===== src/rtl/xdiv_pkg.sv =====
package xdiv_pkg;

  // Strobes issued by the sequencer to the arithmetic datapath.
  typedef struct packed {
    logic load;    // capture operands, start a new operation
    logic step;    // one shift-and-subtract iteration
    logic commit;  // write quotient and flags this cycle
    logic ovCase;  // the operation being committed overflowed
  } xdivStrobe_t;

  typedef enum logic [1:0] {
    ST_IDLE = 2'd0,
    ST_RUN  = 2'd1,
    ST_FIN  = 2'd2
  } xdivState_t;

endpackage


===== src/rtl/xdiv_ctrl.sv =====
module xdiv_ctrl
  import xdiv_pkg::*;
#(
  parameter int W = 64
) (
  input  logic        clk,
  input  logic        rstN,
  input  logic        startIn,
  input  logic        earlyOv,
  output logic        busy,
  output logic        done,
  output xdivStrobe_t strb
);

  localparam int CNT_W = (W > 1) ? $clog2(W) : 1;
  localparam logic [CNT_W-1:0] LAST_ITER = CNT_W'(W - 1);

  xdivState_t state, stateNx;
  logic [CNT_W-1:0] iterCnt;
  logic accept;
  logic lastIter;

  assign accept   = startIn && (state == ST_IDLE);
  assign lastIter = (iterCnt == LAST_ITER);

  always_comb begin
    stateNx     = state;
    strb.load   = 1'b0;
    strb.step   = 1'b0;
    strb.commit = 1'b0;
    strb.ovCase = 1'b0;
    unique case (state)
      ST_IDLE: begin
        if (accept) begin
          strb.load = 1'b1;
          if (earlyOv) begin
            strb.commit = 1'b1;
            strb.ovCase = 1'b1;
            stateNx     = ST_FIN;
          end else begin
            stateNx = ST_RUN;
          end
        end
      end
      ST_RUN: begin
        strb.step = 1'b1;
        if (lastIter) begin
          strb.commit = 1'b1;
          stateNx     = ST_FIN;
        end
      end
      ST_FIN:  stateNx = ST_IDLE;
      default: stateNx = ST_IDLE;
    endcase
  end

  always_ff @(posedge clk) begin
    if (!rstN) begin
      state   <= ST_IDLE;
      iterCnt <= '0;
    end else begin
      state <= stateNx;
      if (strb.load)      iterCnt <= '0;
      else if (strb.step) iterCnt <= iterCnt + 1'b1;
    end
  end

  assign busy = (state != ST_IDLE);
  assign done = (state == ST_FIN);

  AST_DONE_ONE_CYCLE: assert property (@(posedge clk) disable iff (!rstN)
    done |=> (!done && !busy));

  AST_BUSY_AFTER_ACCEPT: assert property (@(posedge clk) disable iff (!rstN)
    (startIn && !busy) |=> busy);

  AST_EARLY_FINISH: assert property (@(posedge clk) disable iff (!rstN)
    (startIn && !busy && earlyOv) |=> done);

  AST_NO_EARLY_DONE: assert property (@(posedge clk) disable iff (!rstN)
    (startIn && !busy && !earlyOv) |=> !done);

endmodule


===== src/rtl/xdiv_datapath.sv =====
module xdiv_datapath
  import xdiv_pkg::*;
#(
  parameter int W = 64
) (
  input  logic         clk,
  input  logic         rstN,
  input  xdivStrobe_t  strb,
  input  logic [W-1:0] operandA,
  input  logic [W-1:0] divisor,
  input  logic         ovCheckEn,
  input  logic         recordEn,
  output logic         earlyOv,
  output logic [W-1:0] quotient,
  output logic [W-1:0] remainder,
  output logic         ovFlag,
  output logic         sumOvFlag,
  output logic [2:0]   crField
);

  logic [W-1:0] hiReg, loReg, divReg;
  logic         chkLat, recLat;
  logic         iterating;

  // One restoring iteration on the {hi, lo} pair.
  logic         carryOut;
  logic [W-1:0] hiShift, hiNx, loNx;
  logic         takeSub;

  assign carryOut = hiReg[W-1];
  assign hiShift  = {hiReg[W-2:0], loReg[W-1]};
  assign takeSub  = carryOut || (hiShift >= divReg);
  assign hiNx     = takeSub ? (hiShift - divReg) : hiShift;
  assign loNx     = {loReg[W-2:0], takeSub};

  // With a zero lower dividend half, the quotient fits only when hi < div.
  // A zero divisor is caught by the same compare.
  assign earlyOv = (operandA >= divisor);

  logic         chkEff, recEff;
  logic [W-1:0] resNx;
  logic [2:0]   crNx;

  assign chkEff = strb.load ? ovCheckEn : chkLat;
  assign recEff = strb.load ? recordEn  : recLat;
  assign resNx  = strb.ovCase ? '0 : loNx;

  always_comb begin
    crNx = 3'b000;
    if (resNx == '0)       crNx[0] = 1'b1;
    else if (resNx[W-1])   crNx[2] = 1'b1;
    else                   crNx[1] = 1'b1;
  end

  always_ff @(posedge clk) begin
    if (!rstN) begin
      hiReg     <= '0;
      loReg     <= '0;
      divReg    <= '0;
      chkLat    <= 1'b0;
      recLat    <= 1'b0;
      iterating <= 1'b0;
    end else begin
      if (strb.load) begin
        hiReg     <= operandA;
        loReg     <= '0;
        divReg    <= divisor;
        chkLat    <= ovCheckEn;
        recLat    <= recordEn;
        iterating <= !strb.commit;
      end else if (strb.step) begin
        hiReg <= hiNx;
        loReg <= loNx;
        if (strb.commit) iterating <= 1'b0;
      end
    end
  end

  always_ff @(posedge clk) begin
    if (!rstN) begin
      quotient  <= '0;
      ovFlag    <= 1'b0;
      sumOvFlag <= 1'b0;
      crField   <= 3'b000;
    end else if (strb.commit) begin
      quotient <= resNx;
      if (chkEff) begin
        ovFlag    <= strb.ovCase;
        sumOvFlag <= sumOvFlag | strb.ovCase;
      end
      if (recEff) crField <= crNx;
    end
  end

  assign remainder = hiReg;

  AST_REM_BELOW_DIVISOR: assert property (@(posedge clk) disable iff (!rstN)
    iterating |-> (hiReg < divReg));

  AST_SUMOV_STICKY: assert property (@(posedge clk) disable iff (!rstN)
    sumOvFlag |=> sumOvFlag);

  AST_OV_IMPLIES_SUMOV: assert property (@(posedge clk) disable iff (!rstN)
    ovFlag |-> sumOvFlag);

  AST_FLAGS_HOLD: assert property (@(posedge clk) disable iff (!rstN)
    !strb.commit |=> ($stable(ovFlag) && $stable(sumOvFlag) && $stable(crField)));

  AST_CR_ONEHOT: assert property (@(posedge clk) disable iff (!rstN)
    $onehot0(crField));

endmodule


===== src/rtl/xdiv_top.sv =====
module xdiv_top
  import xdiv_pkg::*;
#(
  parameter int W = 64
) (
  input  logic         clk,
  input  logic         rstN,
  input  logic         startIn,
  input  logic [W-1:0] operandA,
  input  logic [W-1:0] divisor,
  input  logic         ovCheckEn,
  input  logic         recordEn,
  output logic         busy,
  output logic         done,
  output logic [W-1:0] quotient,
  output logic [W-1:0] remainder,
  output logic         ovFlag,
  output logic         sumOvFlag,
  output logic [2:0]   crField
);

  xdivStrobe_t strb;
  logic        earlyOv;

  xdiv_ctrl #(.W(W)) u_ctrl (
    .clk     (clk),
    .rstN    (rstN),
    .startIn (startIn),
    .earlyOv (earlyOv),
    .busy    (busy),
    .done    (done),
    .strb    (strb)
  );

  xdiv_datapath #(.W(W)) u_dp (
    .clk       (clk),
    .rstN      (rstN),
    .strb      (strb),
    .operandA  (operandA),
    .divisor   (divisor),
    .ovCheckEn (ovCheckEn),
    .recordEn  (recordEn),
    .earlyOv   (earlyOv),
    .quotient  (quotient),
    .remainder (remainder),
    .ovFlag    (ovFlag),
    .sumOvFlag (sumOvFlag),
    .crField   (crField)
  );

  AST_OV_ZERO_QUOT: assert property (@(posedge clk) disable iff (!rstN)
    (done && $past(earlyOv) && $past(startIn)) |-> (quotient == '0));

endmodule


===== config.mk =====
export PLATFORM = sky130hd
export DESIGN_NAME = xdiv_top
export DESIGN_NICKNAME = d
export VERILOG_FILES = /design/src/rtl/xdiv_pkg.sv /design/src/rtl/xdiv_ctrl.sv /design/src/rtl/xdiv_datapath.sv /design/src/rtl/xdiv_top.sv
export SDC_FILE = /design/constraint.sdc
export NUM_CORES = 1
export LEC_CHECK = 0
export ABC_CLOCK_PERIOD_IN_PS = 7200
export BUFFER_PORTS_ARGS = -buffer_cell sky130_fd_sc_hd__buf_4
export CORE_MARGIN = 1.5
export CORE_UTILIZATION = 60
export DETAILED_ROUTE_END_ITERATION = 16
export GPL_ROUTABILITY_DRIVEN = 0
export HOLD_SLACK_MARGIN = 0.03
export PLACE_DENSITY = 0.85
export SLEW_MARGIN = 10
export SYNTH_ARGS = -nofsm -noshare
export SYNTH_HDL_FRONTEND = slang
export SYNTH_SLANG_ARGS = --single-unit

===== constraint.sdc =====
create_clock -name clk -period 7.2 [get_ports clk]
set_input_delay 0.36 -clock clk [delete_from_list [all_inputs] [get_ports clk]]
set_output_delay 0.36 -clock clk [all_outputs]
set_load 0.01 [all_outputs]

==> flow_summary.yaml, run 1 <==
outcome:
  outcome: "complete, no violations"
power:
  peakVddDrop_v: 0.000216
  power_leakage_nw: 8.58
  powerDensity_nw_per_um2: 300
final_layout:
  drive_above_1_share_pct: 17.3
  area_delta_synth_final_pct: 19.2
  nFillCells: 1971
  final_design_area_no_fill_um2: 18900
  nets: 2426
synth:
  synth_area_um2: 15900
  synthArstFlopShare_pct: 0
  seq_area_frac_synth_pct: 34.1
  synth_common_cells: "nand2_1, dfxtp_1, a21oi_1"
  syn-num-nets: 2239
  yosys-top-cells-area: "dfxtp_1, ha_1, a21oi_1"
  ys.flop_type: "dfxtp_1"
  ys_types: 73
  syn_avg_cell_area_um2: 8.04
  synth_top_area_share_pct: 34.1
  synth_edf_count: 0
  ys_ff_latch: 271
  yosys.area.top_type: "dfxtp_1"
  yosysMostFrequentCell: "nand2_1"
  synth_cells: 1976
  yosysWarnings: 0
placed_design:
  dpl-instance-area_um2: 17900
  portBuffers: 267
  pre_cts_ws_ns: 2.84
  dp_hpwl_um: 33300
sta:
  maxSlewViolCount: 0
  skew_ns: 0.0104
  setup_violations: 0
  layout_setup_ws_ns: 2.68
  fmax_mhz: 221
  slew_headroom_pct: 20.9
  hold_viol: 0
  worst_hold_slack_ns: 0.0457
  fin_tns_setup_ns: 0
  rsz0062_at_grt: "false"
  timing.final.crit_share_pct: 62.8
  min_period_ns: 4.52
  worst_slew_pin_slew_ns: 1.16
global_route:
  grt-ovfl-total: 0
  track_usage_pct: 32.2
  use_met1_pct: 41.7
  grt-busiest-layer: "met2"
  grtUsageMet2_pct: 51.7
  groute.layer.met3.usage_pct: 5.53
  grt_pass1_wl_um: 74400
  grt_pass1_vias: 15000
  grt_max_degree: 90
  antenna_found_initial: 3
route:
  drtIter0Drc: 1952
  dr.pass1.iters: 9
  vias_per_cell: 6.30
  drt.antenna.violating_nets: 0
  wl_um: 46800
  vias: 15900
  drc: 0
  post_drt_wl_per_cell_um: 18.5
critical_path:
  critPathKind: "flop to flop"
  cp.arrival_ns: 4.93
  critPathMostFrequentCell: "a21oi_1"
  crit_fanout: 33
  max_stage_delay_ns: 0.58
  end_kind: "flop"
  critPathTopFamily: "compound AO/OA/AOI/OAI gates"
  required_ns: 7.61
  crit_chain: "inv_1 -> ha_1 -> fa_1 -> nand2b_1 -> a21oi_1 -> o211ai_1 -> a21oi_1 -> o21ai_2 -> a2111oi_4 -> or2_2 -> buf_4 -> mux2_4 -> a222oi_1 -> nor2_1"
  critPathLaunchType: "flop"
  crit_buf_inv: 2
  cpMaxStageDelayCell: "buf_4"
floorplanning:
  die_w_um: 166
  initial_core_util_pct: 61.0
  io_pins: 268
  die_area_um2: 27500
  core_um2: 26100
  die_y_um: 166
  rows: 59
clocking:
  clk_path_buf_depth: 3
  clk_transition_reported_paths_ns: 0.06
  numClockSinks: 271
  cts_tree: "done"
  postCtsSetupRepairBufs: 0
  cts_resized: 0
  cts_buffers: 29
  ctsHoldBuffers: 1
  root_buffer: "clkbuf_16"
  clock_latency_ns: 0.57
  cts_htree_levels: 1
run:
  maxCapViolations: 0
min_path:
  hold_class: "input port to flop"
[tightest hold or removal path, stage by stage]
cell and delay [ns]:
buf_4 0.11, nand2_1 0.05, a21oi_1 0.05
[state kept, by name, summed over array words and instances (netlist names)]
register and flops:
u_dp.chkLat 1, u_dp.recLat 1, u_dp.remainder 64, u_ctrl.iterCnt 6, u_dp.sumOvFlag 1, u_dp.divReg 64
u_dp.loReg 64, u_dp.quotient 64, u_dp.ovFlag 1, u_dp.crField 3, u_ctrl.state 2
[cell families after synthesis]
kind of cell               count (synthesis)  synth area share (%)
AOI/OAI and AO/OA                        632                  26.4
and+or+nand+nor                          578                  16.2
buffers and inverters                    273                  6.96
DFF                                      271                  34.1
adders and majority gates                130                  10.3
xor gates and xnor gates                  57                  3.14
muxes                                     35                  2.89
[report_power, final]
part	internal [mW]	switching (mW)	leakage (nW)
Combinational	1.00	1.38	5.87
Sequential	1.59	0.103	2.20
Clock	0.958	0.648	0.508
[metrics by stage]
stage / instances / util [%] / total power [mW]
4_1_cts: 2520 / 72.7 / 5.63
3_5_place_dp: 2466 / 68.7 / 4.00
2_1_floorplan: 1976 / - / 3.45
6_report: 2522 / 72.7 / 5.68
5_1_grt: 2522 / 72.7 / 5.93
3_3_place_gp: 2466 / 68.7 / 3.95
[placed cells by master, fill, tap and decap left out, types with 32 or more instances in the layout]
cell type	count
a21o_1	71
inv_1	149
nand2_1	327
dfxtp_1	271
nor2_1	92
ha_1	129
a222oi_1	33
o21ai_0	60
a22o_1	73
xnor2_1	32
a21oi_1	249
buf_4	278
nand4_1	50
[routing by layer]
layer,vias up,wire length (µm)
li1,7462,-
met1,7367,19400
met2,897,21000
met3,159,3880
met4,2,2410
met5,-,17
[final timing paths]
path / startpoint / to / slack (ns) / cells past startpoint
max: u_dp.loReg[63]$_SDFFE_PP0P_ / u_dp.remainder[29]$_SDFFE_PN0P_ / 2.68 / 14
min: divisor[11] / u_dp.divReg[11]$_SDFFE_PN0P_ / 0.05 / 3
max reg2reg: u_dp.loReg[63]$_SDFFE_PP0P_ / u_dp.remainder[29]$_SDFFE_PN0P_ / 2.68 / 14
min reg2reg: u_dp.quotient[63]$_SDFFE_PN0P_ / u_dp.quotient[63]$_SDFFE_PN0P_ / 0.46 / 2
[final cells by class]
cell class	instances	area [µm²]	area share, %
Multi-Input combinational cell	1432	9400	49.6
Clock inverter	18	251	1.33
Sequential cell	271	5430	28.6
Clock buffer	35	778	4.11
Tap cell	335	419	2.21
Timing Repair Buffer	279	2100	11.1
Inverter	150	564	2.98
Antenna cell	2	5.00	0.0264
No activity file was read; power rests on OpenSTA's default activity.
==> run 2, diff against run 1 <==
--- a/config.mk
+++ b/config.mk
@@ -5,14 +5,15 @@
 export SDC_FILE = /design/constraint.sdc
 export NUM_CORES = 1
 export LEC_CHECK = 0
-export ABC_CLOCK_PERIOD_IN_PS = 7200
+export ABC_AREA = 1
+export ABC_CLOCK_PERIOD_IN_PS = 4100
 export BUFFER_PORTS_ARGS = -buffer_cell sky130_fd_sc_hd__buf_4
 export CORE_MARGIN = 1.5
-export CORE_UTILIZATION = 60
+export CORE_UTILIZATION = 52
 export DETAILED_ROUTE_END_ITERATION = 16
 export GPL_ROUTABILITY_DRIVEN = 0
 export HOLD_SLACK_MARGIN = 0.03
-export PLACE_DENSITY = 0.85
+export PLACE_DENSITY = 0.78
 export SLEW_MARGIN = 10
 export SYNTH_ARGS = -nofsm -noshare
 export SYNTH_HDL_FRONTEND = slang
==> constraint.sdc (replaced) <==
create_clock -name clk -period 4.1 [get_ports clk]
set_input_delay 0.205 -clock clk [delete_from_list [all_inputs] [get_ports clk]]
set_output_delay 0.205 -clock clk [all_outputs]
set_load 0.01 [all_outputs]
==> run 2 against run 1 <==
  * Largest cell class unchanged
  * Sequential power grew 79%
  * Clock power grew 73%
  * Sequential cell count is the same
==> flow_summary.yaml, run 2 <==
clocking:
  clk_transition_reported_paths_ns: 0.06
  postCtsSetupRepairBufs: 0
  clk_path_buf_depth: 3
  cts_buffers: 29
  root_buffer: "clkbuf_16"
  numClockSinks: 271
  clock_latency_ns: 0.58
  cts_htree_levels: 1
  cts_tree: "done"
final_layout:
  layout_commonest_cell: "nand2_1"
  fin_util_pct: 67.5
  area_delta_synth_final_pct: 26.9
  nets: 3096
  drive_above_1_share_pct: 13.5
  nFillCells: 2676
  regArea_um2: 5430
  multiInputGateArea_um2: 9940
  mostFrequentLayoutCells: "nand2_1, a21oi_1, o21ai_0, inv_1, buf_4"
critical_path:
  critPathMostFrequentCell: "nand2_1"
  cpMaxStageDelayCell: "dlygate4sd3_1"
  critPathKind: "input port to flop"
  crit_buf_inv: 3
  cp.arrival_ns: 3.72
  end_kind: "flop"
  max_stage_delay_ns: 0.53
  crit_chain: "dlygate4sd3_1 -> buf_4 -> ha_1 -> nand2_1 -> nor2_2 -> nand2_1 -> nor2_1 -> nand2_1 -> nand2_1 -> nor2_1 -> nand2_1 -> nand2_1 -> nand2_1 -> nand2_2 -> buf_4 -> o21ai_0 -> nand2_1 -> nor2_1 -> nand2_1 -> nor2_2 -> nand3_1 -> a21oi_2"
  crit_fanout: 49
  critPathTopFamily: "simple AND/OR/NAND/NOR gates"
  required_ns: 4.60
  critPathLaunchType: "input port"
sta:
  fmax_mhz: 311
  skew_ns: 0.0191
  slew_headroom_pct: 21.0
  maxSlewViolCount: 0
  setup_violations: 0
  worst_slew_pin_slew_ns: 1.19
  min_period_ns: 3.22
  timing.final.crit_share_pct: 78.5
  fin_tns_setup_ns: 0
  rsz0062_at_grt: "false"
  hold_viol: 0
synth:
  synthAdderAreaFrac_pct: 9.67
  synth.area.mux_share_pct: 0.118
  yosys-top-cells-area: "dfxtp_1, nand2_1, ha_1"
  ys_types: 53
  synth_simple_gate_area_share_pct: 21.6
  ys_ff_latch: 271
  synth_top_family_by_area: "compound AO/OA/AOI/OAI gates"
  synth_xor_area_share_pct: 2.02
  yosys.area.top_type: "dfxtp_1"
  seq_area_frac_synth_pct: 32.1
  syn-num-nets: 2766
  yosysMostFrequentCell: "nand2_1"
  synth_cells: 2503
  synth_area_um2: 16900
  yosysWarnings: 0
  synth_edf_count: 0
  synth_top_area_share_pct: 32.1
  synth_common_cells: "nand2_1, a21oi_1, o21ai_0"
  syn_avg_cell_area_um2: 6.75
  ys.flop_type: "dfxtp_1"
  synth_compound_area_share_pct: 25.4
  synthArstFlopShare_pct: 0
global_route:
  grt-ovfl-total: 0
  grt_pass1_wl_um: 86300
  grt_max_degree: 91
  track_usage_pct: 31.1
  grt_pass1_vias: 17700
  antenna_found_initial: 4
floorplanning:
  die_area_um2: 33600
  initial_core_util_pct: 53.1
  io_pins: 268
  rows: 65
  die_w_um: 183
  die_y_um: 183
  core_um2: 31800
power:
  power_leakage_nw: 9.85
  powerDensity_nw_per_um2: 468
  power_frac_clock_pct: 27.7
  peakVddDrop_v: 0.000347
  internal-power_mw: 6.06
  pwr-share-comb_pct: 42.1
  seq_power_share_pct: 30.2
  switchingPower_mw: 3.99
  p_sw_share_pct: 39.7
route:
  dr.pass1.iters: 6
  drt.antenna.violating_nets: 0
  wl_um: 54100
  drc: 0
  drtIter0Drc: 1322
  post_drt_wl_per_cell_um: 16.4
  vias: 18500
  vias_per_cell: 5.62
placed_design:
  portBuffers: 267
  dp_hpwl_um: 37900
run:
  maxCapViolations: 0
outcome:
  outcome: "complete, no violations"
min_path:
  hold_class: "input port to flop"
## run 2: changes by cell type after synthesis, sizes merged, moves of 58 or more
cell   change
nand2    +174
o21ai    +232
nor2     +160
a21o      -58
a22o      -73
a21oi     +62
inv      +139
## run 2: kinds of logic after synthesis
| group | after synthesis |
|---|---|
| compound gates | 770 |
| xor+xnor | 39 |
| fa+ha+maj | 130 |
| buf+inv | 400 |
| flops | 271 |
| mux | 2 |
| simple gates | 891 |
## run 2: path summary, 6_finish.rpt
path	slack, ns	endpoint	startpoint	cells after the start
min	0.08	u_dp.recLat$_SDFF_PN0_	startIn	4
max reg2reg	0.89	u_dp.remainder[33]$_SDFFE_PN0P_	u_dp.remainder[44]$_SDFFE_PN0P_	14
min reg2reg	0.46	u_dp.sumOvFlag$_SDFFE_PN0P_	u_dp.sumOvFlag$_SDFFE_PN0P_	2
max	0.88	u_dp.crField[0]$_SDFFE_PN0P_	operandA[31]	22
## run 2: metrics by stage
| step | instance area [µm²] | setup slack (ns) | instances | hold slack (ns) | power [mW] |
|---|---|---|---|---|---|
| 6_report | 21500 | 0.882 | 3291 | 0.0842 | 10.0 |
| 5_1_grt | 21500 | 0.541 | 3290 | 0.125 | 10.6 |
| 4_1_cts | 21400 | 0.806 | 3288 | 0.0678 | 9.98 |
| 3_5_place_dp | 19100 | 0.766 | 3107 | 0.440 | 7.10 |
| 3_3_place_gp | 19100 | 0.868 | 3107 | 0.447 | 7.03 |
| 2_1_floorplan | 16900 | 1.71 | 2503 | 0.372 | 5.86 |
## run 2: cell type report
class / count / share of cell area, %
multi-input combinational: 1832 / 46.3
tap: 435 / 2.54
sequential: 271 / 25.3
antenna: 3 / 0.0350
clock inverter: 13 / 0.898
clock buffer: 38 / 3.87
timing repair buffer: 411 / 16.0
inverter: 288 / 5.04
## run 2: per-layer routing
layer,part of all wire (%),GRT usage (%)
met1,41,37.1
met4,5.2,15.1
met3,6.6,4.71
met2,47,54.6
met5,0.022,0
## run 2: power groups by stage
stage | sequential [mW] | combinational [mW] | clock (mW)
final | 3.03 | 4.23 | 2.78
after global routing | 3.05 | 4.64 | 2.91
after CTS | 3.03 | 4.14 | 2.81
after detailed placement | 3.08 | 4.01 | 0
after global placement | 3.08 | 3.94 | 0
after floorplan | 3.10 | 2.76 | 0
## run 2: what timing repair did
item / 4_1_cts / 5_1_grt
hold endpoints to repair: 130 / 0
resized for setup: 0 / 0
hold buffers: 130 / 0
endpoints found under the setup margin: 0 / 0
## run 2: worst reg2reg max path, stage by stage (launching register included)
cell	delay [ns]
dfxtp_1	0.35
ha_1	0.36
a21o_1	0.21
a21oi_1	0.25
and2_1	0.18
nand2_1	0.07
inv_2	0.06
nor2_1	0.04
nor2_2	0.18
nand2_4	0.32
nor2_2	0.73
nand2_1	0.11
o2111ai_1	0.14
nand2_1	0.07
inv_1	0.08
